$ cat src/rtl/nand_fe_pkg.sv
package nand_fe_pkg;

  typedef enum logic [3:0] {
    M_IDLE, M_ID_ADR, M_ID, M_PP_ADR, M_PARAM, M_STATUS,
    M_RD_ADR, M_READ, M_PROG, M_ERS_ADR
  } mode_e;

  localparam logic [7:0] OP_READ   = 8'h00;
  localparam logic [7:0] OP_RDGO   = 8'h30;
  localparam logic [7:0] OP_LOAD   = 8'h80;
  localparam logic [7:0] OP_PGO    = 8'h10;
  localparam logic [7:0] OP_ERS    = 8'h60;
  localparam logic [7:0] OP_EGO    = 8'hD0;
  localparam logic [7:0] OP_STATUS = 8'h70;
  localparam logic [7:0] OP_IDENT  = 8'h90;
  localparam logic [7:0] OP_PARAM  = 8'hEC;
  localparam logic [7:0] OP_RESET  = 8'hFF;

  function automatic logic [7:0] id_byte(input logic cfg, input logic [7:0] idx);
    logic [7:0] b;
    case (idx)
      8'd0:    b = 8'h01;
      8'd1:    b = cfg ? 8'hD3 : 8'hDC;
      8'd2:    b = cfg ? 8'hD1 : 8'h90;
      8'd3:    b = 8'h95;
      8'd4:    b = cfg ? 8'h58 : 8'h54;
      default: b = 8'h00;
    endcase
    return b;
  endfunction

  function automatic logic [7:0] pp_byte(input logic [7:0] off);
    logic [7:0] b;
    case (off)
      8'd0:    b = 8'h4F;
      8'd1:    b = 8'h4E;
      8'd2:    b = 8'h46;
      8'd3:    b = 8'h49;
      8'd4:    b = 8'h02;
      8'd64:   b = 8'h01;
      8'd81:   b = 8'h08;
      8'd92:   b = 8'h40;
      default: b = 8'h00;
    endcase
    return b;
  endfunction

endpackage

$ cat src/rtl/nand_bus_decode.sv
module nand_bus_decode (
  input  logic clk,
  input  logic rst,
  input  logic cs_n,
  input  logic cle,
  input  logic ale,
  input  logic we_n,
  input  logic re_n,
  output logic cmd_ev,
  output logic addr_ev,
  output logic data_ev,
  output logic rd_ev
);
  logic we_q, re_q, we_rise;

  always_ff @(posedge clk) begin
    if (rst) begin
      we_q <= 1'b1;
      re_q <= 1'b1;
    end else begin
      we_q <= we_n;
      re_q <= re_n;
    end
  end

  assign we_rise = !cs_n && !we_q && we_n;
  assign cmd_ev  = we_rise && cle && !ale;
  assign addr_ev = we_rise && ale && !cle;
  assign data_ev = we_rise && !cle && !ale;
  assign rd_ev   = !cs_n && re_q && !re_n;

endmodule

$ cat src/rtl/nand_busy_timer.sv
module nand_busy_timer #(
  parameter int CYC = 32
) (
  input  logic clk,
  input  logic rst,
  input  logic load,
  output logic busy
);
  localparam int CW = $clog2(CYC + 1);
  logic [CW-1:0] cnt;

  always_ff @(posedge clk) begin
    if (rst)               cnt <= '0;
    else if (load)         cnt <= CW'(CYC);
    else if (cnt != '0)    cnt <= cnt - 1'b1;
  end

  assign busy = (cnt != '0);

  AST_BUSY_COUNTS_DOWN: assert property (@(posedge clk) disable iff (rst)
    (busy && !load) |=> cnt == CW'($past(cnt) - 1'b1));

endmodule

$ cat src/rtl/nand_page_buf.sv
module nand_page_buf #(
  parameter int DEPTH = 64,
  localparam int AW = $clog2(DEPTH)
) (
  input  logic          clk,
  input  logic          wr,
  input  logic [AW-1:0] waddr,
  input  logic [7:0]    wdata,
  input  logic [AW-1:0] raddr,
  output logic [7:0]    rdata
);
  logic [7:0] mem [DEPTH];

  always_ff @(posedge clk) begin
    if (wr) mem[waddr] <= wdata;
    rdata <= mem[raddr];
  end

endmodule

$ cat src/rtl/nand_cmd_frontend.sv
module nand_cmd_frontend
  import nand_fe_pkg::*;
#(
  parameter int PAGE_BYTES = 64,
  parameter int BUSY_CYC   = 32
) (
  input  logic       clk,
  input  logic       rst,
  input  logic       id_cfg,
  input  logic       cs_n,
  input  logic       cle,
  input  logic       ale,
  input  logic       we_n,
  input  logic       re_n,
  input  logic       wp_n,
  input  logic [7:0] din,
  output logic [7:0] dout,
  output logic       oe,
  output logic       rdy
);
  localparam int AW    = $clog2(PAGE_BYTES);
  localparam int PTR_W = (AW > 8) ? AW : 8;

  logic cmd_ev, addr_ev, data_ev, rd_ev;
  logic busy, busy_load, buf_wr;
  logic [7:0] buf_q;
  logic [PTR_W-1:0] ptr;
  logic fail;
  mode_e mode;

  nand_bus_decode i_dec (
    .clk(clk), .rst(rst), .cs_n(cs_n), .cle(cle), .ale(ale),
    .we_n(we_n), .re_n(re_n),
    .cmd_ev(cmd_ev), .addr_ev(addr_ev), .data_ev(data_ev), .rd_ev(rd_ev)
  );

  nand_busy_timer #(.CYC(BUSY_CYC)) i_busy (
    .clk(clk), .rst(rst), .load(busy_load), .busy(busy)
  );

  nand_page_buf #(.DEPTH(PAGE_BYTES)) i_buf (
    .clk(clk), .wr(buf_wr), .waddr(ptr[AW-1:0]), .wdata(din),
    .raddr(ptr[AW-1:0]), .rdata(buf_q)
  );

  assign buf_wr    = data_ev && !busy && (mode == M_PROG);
  assign busy_load = cmd_ev && !busy && wp_n &&
                     ((din == OP_PGO && mode == M_PROG) ||
                      (din == OP_EGO && mode == M_ERS_ADR));
  assign rdy = !busy;

  always_ff @(posedge clk) begin
    if (rst) begin
      mode <= M_IDLE;
      ptr  <= '0;
      fail <= 1'b0;
      dout <= '0;
      oe   <= 1'b0;
    end else begin
      oe <= !cs_n && !re_n;
      if (rd_ev) begin
        case (mode)
          M_ID:     dout <= id_byte(id_cfg, ptr[7:0]);
          M_PARAM:  dout <= pp_byte(ptr[7:0]);
          M_STATUS: dout <= {wp_n, !busy, 5'b0, fail};
          M_READ:   dout <= buf_q;
          default:  dout <= 8'hFF;
        endcase
        ptr <= ptr + 1'b1;
      end
      if (cmd_ev && (!busy || din == OP_STATUS)) begin
        case (din)
          OP_STATUS: if (mode != M_ID) mode <= M_STATUS;
          OP_IDENT:  mode <= M_ID_ADR;
          OP_PARAM:  mode <= M_PP_ADR;
          OP_READ:   mode <= M_RD_ADR;
          OP_RDGO:   mode <= (mode == M_RD_ADR) ? M_READ : M_IDLE;
          OP_LOAD: begin
            mode <= wp_n ? M_PROG : M_IDLE;
            if (!wp_n) fail <= 1'b1;
          end
          OP_ERS: begin
            mode <= wp_n ? M_ERS_ADR : M_IDLE;
            if (!wp_n) fail <= 1'b1;
          end
          OP_PGO, OP_EGO: begin
            if ((din == OP_PGO && mode == M_PROG) ||
                (din == OP_EGO && mode == M_ERS_ADR))
              fail <= !wp_n;
            mode <= M_IDLE;
          end
          default:   mode <= M_IDLE;
        endcase
      end
      if (addr_ev && !busy) begin
        case (mode)
          M_ID_ADR: begin
            mode <= (din == 8'h00) ? M_ID : M_IDLE;
            ptr  <= '0;
          end
          M_PP_ADR: begin
            mode <= (din == 8'h00) ? M_PARAM : M_IDLE;
            ptr  <= '0;
          end
          M_RD_ADR, M_PROG: ptr <= PTR_W'(din);
          default: ;
        endcase
      end
      if (buf_wr) ptr <= ptr + 1'b1;
    end
  end

  AST_DESEL_NO_DRIVE: assert property (@(posedge clk) disable iff (rst)
    cs_n |=> !oe);
  AST_PTR_STEP: assert property (@(posedge clk) disable iff (rst)
    (rd_ev && !cmd_ev && !addr_ev && !data_ev) |=> ptr == PTR_W'($past(ptr) + 1'b1));
  AST_ID_KEEPS_ON_STATUS: assert property (@(posedge clk) disable iff (rst)
    (cmd_ev && mode == M_ID && din == OP_STATUS) |=> mode == M_ID);
  AST_WP_BLOCKS_BUSY: assert property (@(posedge clk) disable iff (rst)
    (cmd_ev && !wp_n && !busy) |=> !busy);
  AST_BUSY_HOLDS_MODE: assert property (@(posedge clk) disable iff (rst)
    (cmd_ev && busy && din != OP_STATUS) |=> mode == $past(mode));
  AST_PROT_SETS_FAIL: assert property (@(posedge clk) disable iff (rst)
    (cmd_ev && !busy && !wp_n && (din == OP_LOAD || din == OP_ERS)) |=> fail);

endmodule

$ cat config.mk
export PLATFORM = sky130hd
export DESIGN_NAME = nand_cmd_frontend
export DESIGN_NICKNAME = d
export VERILOG_FILES = /design/src/rtl/nand_fe_pkg.sv /design/src/rtl/nand_bus_decode.sv /design/src/rtl/nand_busy_timer.sv /design/src/rtl/nand_page_buf.sv /design/src/rtl/nand_cmd_frontend.sv
export SDC_FILE = /design/constraint.sdc
export NUM_CORES = 1
export LEC_CHECK = 0
export BUFFER_PORTS_ARGS = -buffer_cell sky130_fd_sc_hd__buf_4
export CORE_MARGIN = 2
export CORE_UTILIZATION = 55
export CTS_BUF_LIST = sky130_fd_sc_hd__clkbuf_2 sky130_fd_sc_hd__clkbuf_4 sky130_fd_sc_hd__clkbuf_8
export DETAILED_ROUTE_END_ITERATION = 10
export GPL_ROUTABILITY_DRIVEN = 0
export GPL_TIMING_DRIVEN = 0
export PLACE_DENSITY = 0.76
export REMOVE_ABC_BUFFERS = 1
export SYNTH_ARGS = -nofsm -noshare
export SYNTH_HDL_FRONTEND = slang
export SYNTH_SLANG_ARGS = --single-unit
$ cat constraint.sdc
create_clock -name clk -period 3.12 [get_ports clk]
set_clock_uncertainty 0.2 [all_clocks]
set_input_delay 0.156 -clock clk [delete_from_list [all_inputs] [get_ports clk]]
set_output_delay 0.156 -clock clk [all_outputs]
set_load 0.03 [all_outputs]
==> impl_metrics.csv <==
group,metric,value,unit
logic_synthesis,synth_cell_types,69,
logic_synthesis,ys_warn_count,0,
logic_synthesis,async_reset_ff_frac,0,
clock_network,ctsHtreeMaxLevel,3,
logic_synthesis,synth_top_cell_by_area,"edfxtp_1",
setup_path,critical_path.startpoint,"ptr[2]",
clock_network,clockBufferDepth,3,
place,dp_hpwl,32000,um
floorplanning,top_level_ports,27,
pwr,ir_drop,0.457,mV
logic_synthesis,synth-edff-count,512,
floorplanning,start_util,0.556,
setup_path,r2r_cells,4,
sta,slew_viol_final,0,
logic_synthesis,syn_area_per_cell,16.0,sq um
place,dp_cells,1881,
logic_synthesis,synth_commonest_cells,"edfxtp_1 (512), nor2_1 (110), mux2i_1 (65), mux4_2 (57), nand2_1 (55)",
setup_path,crit_end,"i_buf.mem[29][3]",
logic_synthesis,synth-seq-cells,550,
logic_synthesis,synthTopCellsByArea,"edfxtp_1 (68%), mux4_2 (5.7%), dfxtp_1 (3.4%)",
setup_path,worstPathRequired,3.21,ns
layout,stdcell_area,26100,sq um
drt,wirelength,59700,um
layout,layout.cells.non_filler,2088,
run,maxCapViolations,0,
setup_path,start_kind,"flop",
drt,wl_per_cell,28.6,um
drt,drt_first_iter_violations,2203,
sta,holdWs,0.218,ns
min_path,min_path_type,"in2reg",
logic_synthesis,yosysSeqAreaShare,0.714,
floorplanning,dieArea,42700,sq um
drt,dr.pass1.iters,6,
sta,rsz0062_at_grt,"yes",
clock_network,clk_pin_slew_worst_paths,0.06,ns
clock_network,cts_root_buffer,"clkbuf_8",
layout,fin_util,0.642,
logic_synthesis,yosysTopAreaCellShare,0.681,
setup_path,critPathMaxFanout,62,
global_route,grt_pass1_wl,87100,um
setup_path,arrival,3.31,ns
global_route,grt_overflow,0,
clock_network,cts-buffers-inserted,86,
setup_path,critPathKind,"reg2reg",
layout,layout-drive-gt1-share,0.254,
global_route,track_usage,0.285,
drt,vias,14000,
clock_network,cts_sinks,550,
floorplanning,dieWidth,207,um
place,place_area,23200,sq um
logic_synthesis,synth-main-ff-cell,"edfxtp_1",
drt,via_per_inst,6.69,
floorplanning,die_y,207,um
setup_path,r2r_end,"i_buf.mem[29][3]",
setup_path,timing.reg2reg.setup_slack,-0.10,ns
sta,fmax,311,MHz
sta,fin_crit_sh,1.03,
place,port_buffers,26,
layout,layout.nets,1509,
sta,finalCriticalPeriod,3.22,ns
pwr,power.density,579,nW/um^2
setup_path,rr_startpoint,"ptr[2]",
floorplanning,coreArea,40600,sq um
sta,tightest_slew,1.32,ns
global_route,antenna_found_initial,2,
outcome,status,"finished, violations left",
clock_network,cts_tree,"built",
pwr,power.leakage,0.00814,uW
drt,drc,0,
outcome,violations,"negative setup slack",
sta,finalHoldViolCount,0,
sta,max_slew_margin,0.118,
logic_synthesis,synthCells,1408,
global_route,grt_max_degree,76,
logic_synthesis,synth_most_common_cell,"edfxtp_1",
clock_network,clkLatencyLatePin,0.67,ns
setup_path,endpoint_kind,"flop",
place,pre_cts_slack,-1.65,ns
sta,finalSetupViolCount,150,
layout,syn2layout_area_growth,15.5,%
drt,ant_nets,0,
floorplanning,rows,74,
global_route,grt_pass1_vias,13700,
sta,setup_ws,-0.101,ns
logic_synthesis,syn_area,22600,sq um
-- sequential cells by signal, indices dropped and copies added, names as in the netlist --
name / count
dout: 8
mode: 4
fail: 1
oe: 1
i_dec.re_q: 1
ptr: 8
i_busy.cnt: 6
i_buf.mem: 512
i_dec.we_q: 1
i_buf.rdata: 8
-- what timing repair did --
action	in CTS	in global routing
buffers inserted	16	7
resized for setup	110	23
hold endpoints to repair	542	0
hold buffers	20	0
cloned	5	1
pin swaps	3	6
endpoints found under the setup margin	528	365
-- cell type report --
cell class | instances | area [sq um]
flip-flops and latches | 550 | 16100
clock buffers | 123 | 1470
inverters | 13 | 61.3
multi-input cells | 752 | 6440
repair buffers | 83 | 1070
fillers | 2691 | 14500
well taps | 532 | 666
diodes | 1 | 2.50
clock inverters | 34 | 244
-- critical path: stages (launching register included) --
cell     delay [ns]
dfxtp_4        0.54
buf_16         0.33
and2_2         0.55
nand3_2        0.56
nor2_2         0.62
-- worst min path at each step --
stage / startpoint / endpoint / slack (ns) / cells past startpoint
final: id_cfg / dout[1] / 0.22 / 4
after floorplan: rst / ptr[0] / 0.03 / 1
after detailed placement: cs_n / oe / 0.16 / 2
after CTS: id_cfg / dout[1] / 0.19 / 4
after global routing: id_cfg / dout[1] / 0.21 / 4
after global placement: cs_n / oe / 0.15 / 2
-- cells in the final DEF (no fill, tap or decap), drive strengths merged, types with 7 or more instances in the layout --
master | netlist | layout
nand3b | 11 | 11
a31oi | 11 | 11
a211oi | 19 | 19
nor2b | 11 | 11
nand4 | 8 | 8
nor4 | 10 | 10
mux2 | 36 | 36
and3 | 11 | 11
nand2 | 55 | 55
nor3 | 19 | 19
a221o | 8 | 8
edfxtp | 512 | 512
nand2b | 12 | 12
or2 | 8 | 8
buf | 55 | 57
o22ai | 19 | 19
clkinv | 0 | 25
a22oi | 28 | 28
dfxtp | 38 | 38
a221oi | 24 | 24
inv | 13 | 15
nand3 | 31 | 31
mux4 | 57 | 57
dlygate4sd3 | 0 | 20
o211ai | 7 | 7
xnor2 | 14 | 14
o21ai | 29 | 29
mux2i | 65 | 65
nor2 | 110 | 110
nor3b | 11 | 11
clkbuf | 38 | 124
a21oi | 39 | 39
-- cell families (layout without fill, tap and decap cells) --
family          Yosys count  count (layout)  share of synthesized area
mux                     158             158                      0.104
buf+inv                 106             253                     0.0222
flops                   550             550                      0.714
xor+xnor                 20              20                    0.00775
fa+ha+maj                 6               6                    0.00332
compound gates          236             236                     0.0742
simple gates            332             332                     0.0748
other cells               0               1                          0
-- report_power, final --
| group | total, uW | internal, uW | switching (uW) |
|---|---|---|---|
| Combinational | 878 | 326 | 553 |
| Clock | 6080 | 3290 | 2800 |
| Sequential | 8150 | 8100 | 41.4 |
| Total | 15100 | 11700 | 3390 |
-- per-layer routing --
metal,track usage,part of all wire,vias up,wire length [um]
met5,0,0.00025,-,15
met1,0.387,0.37,6901,22100
met4,0.140,0.051,2,3020
met2,0.440,0.46,1056,27600
li1,-,-,5811,-
met3,0.0630,0.12,197,6960
-- through the flow --
step	total power (uW)	TNS, ns
final	15100	-5.96
after global routing	15500	-30.53
after CTS	15100	0
after detailed placement	9090	-778.43
after global placement	9100	-3981.43
after floorplan	8780	-1601.47
Note: power is estimated with default switching activity, not from simulation.
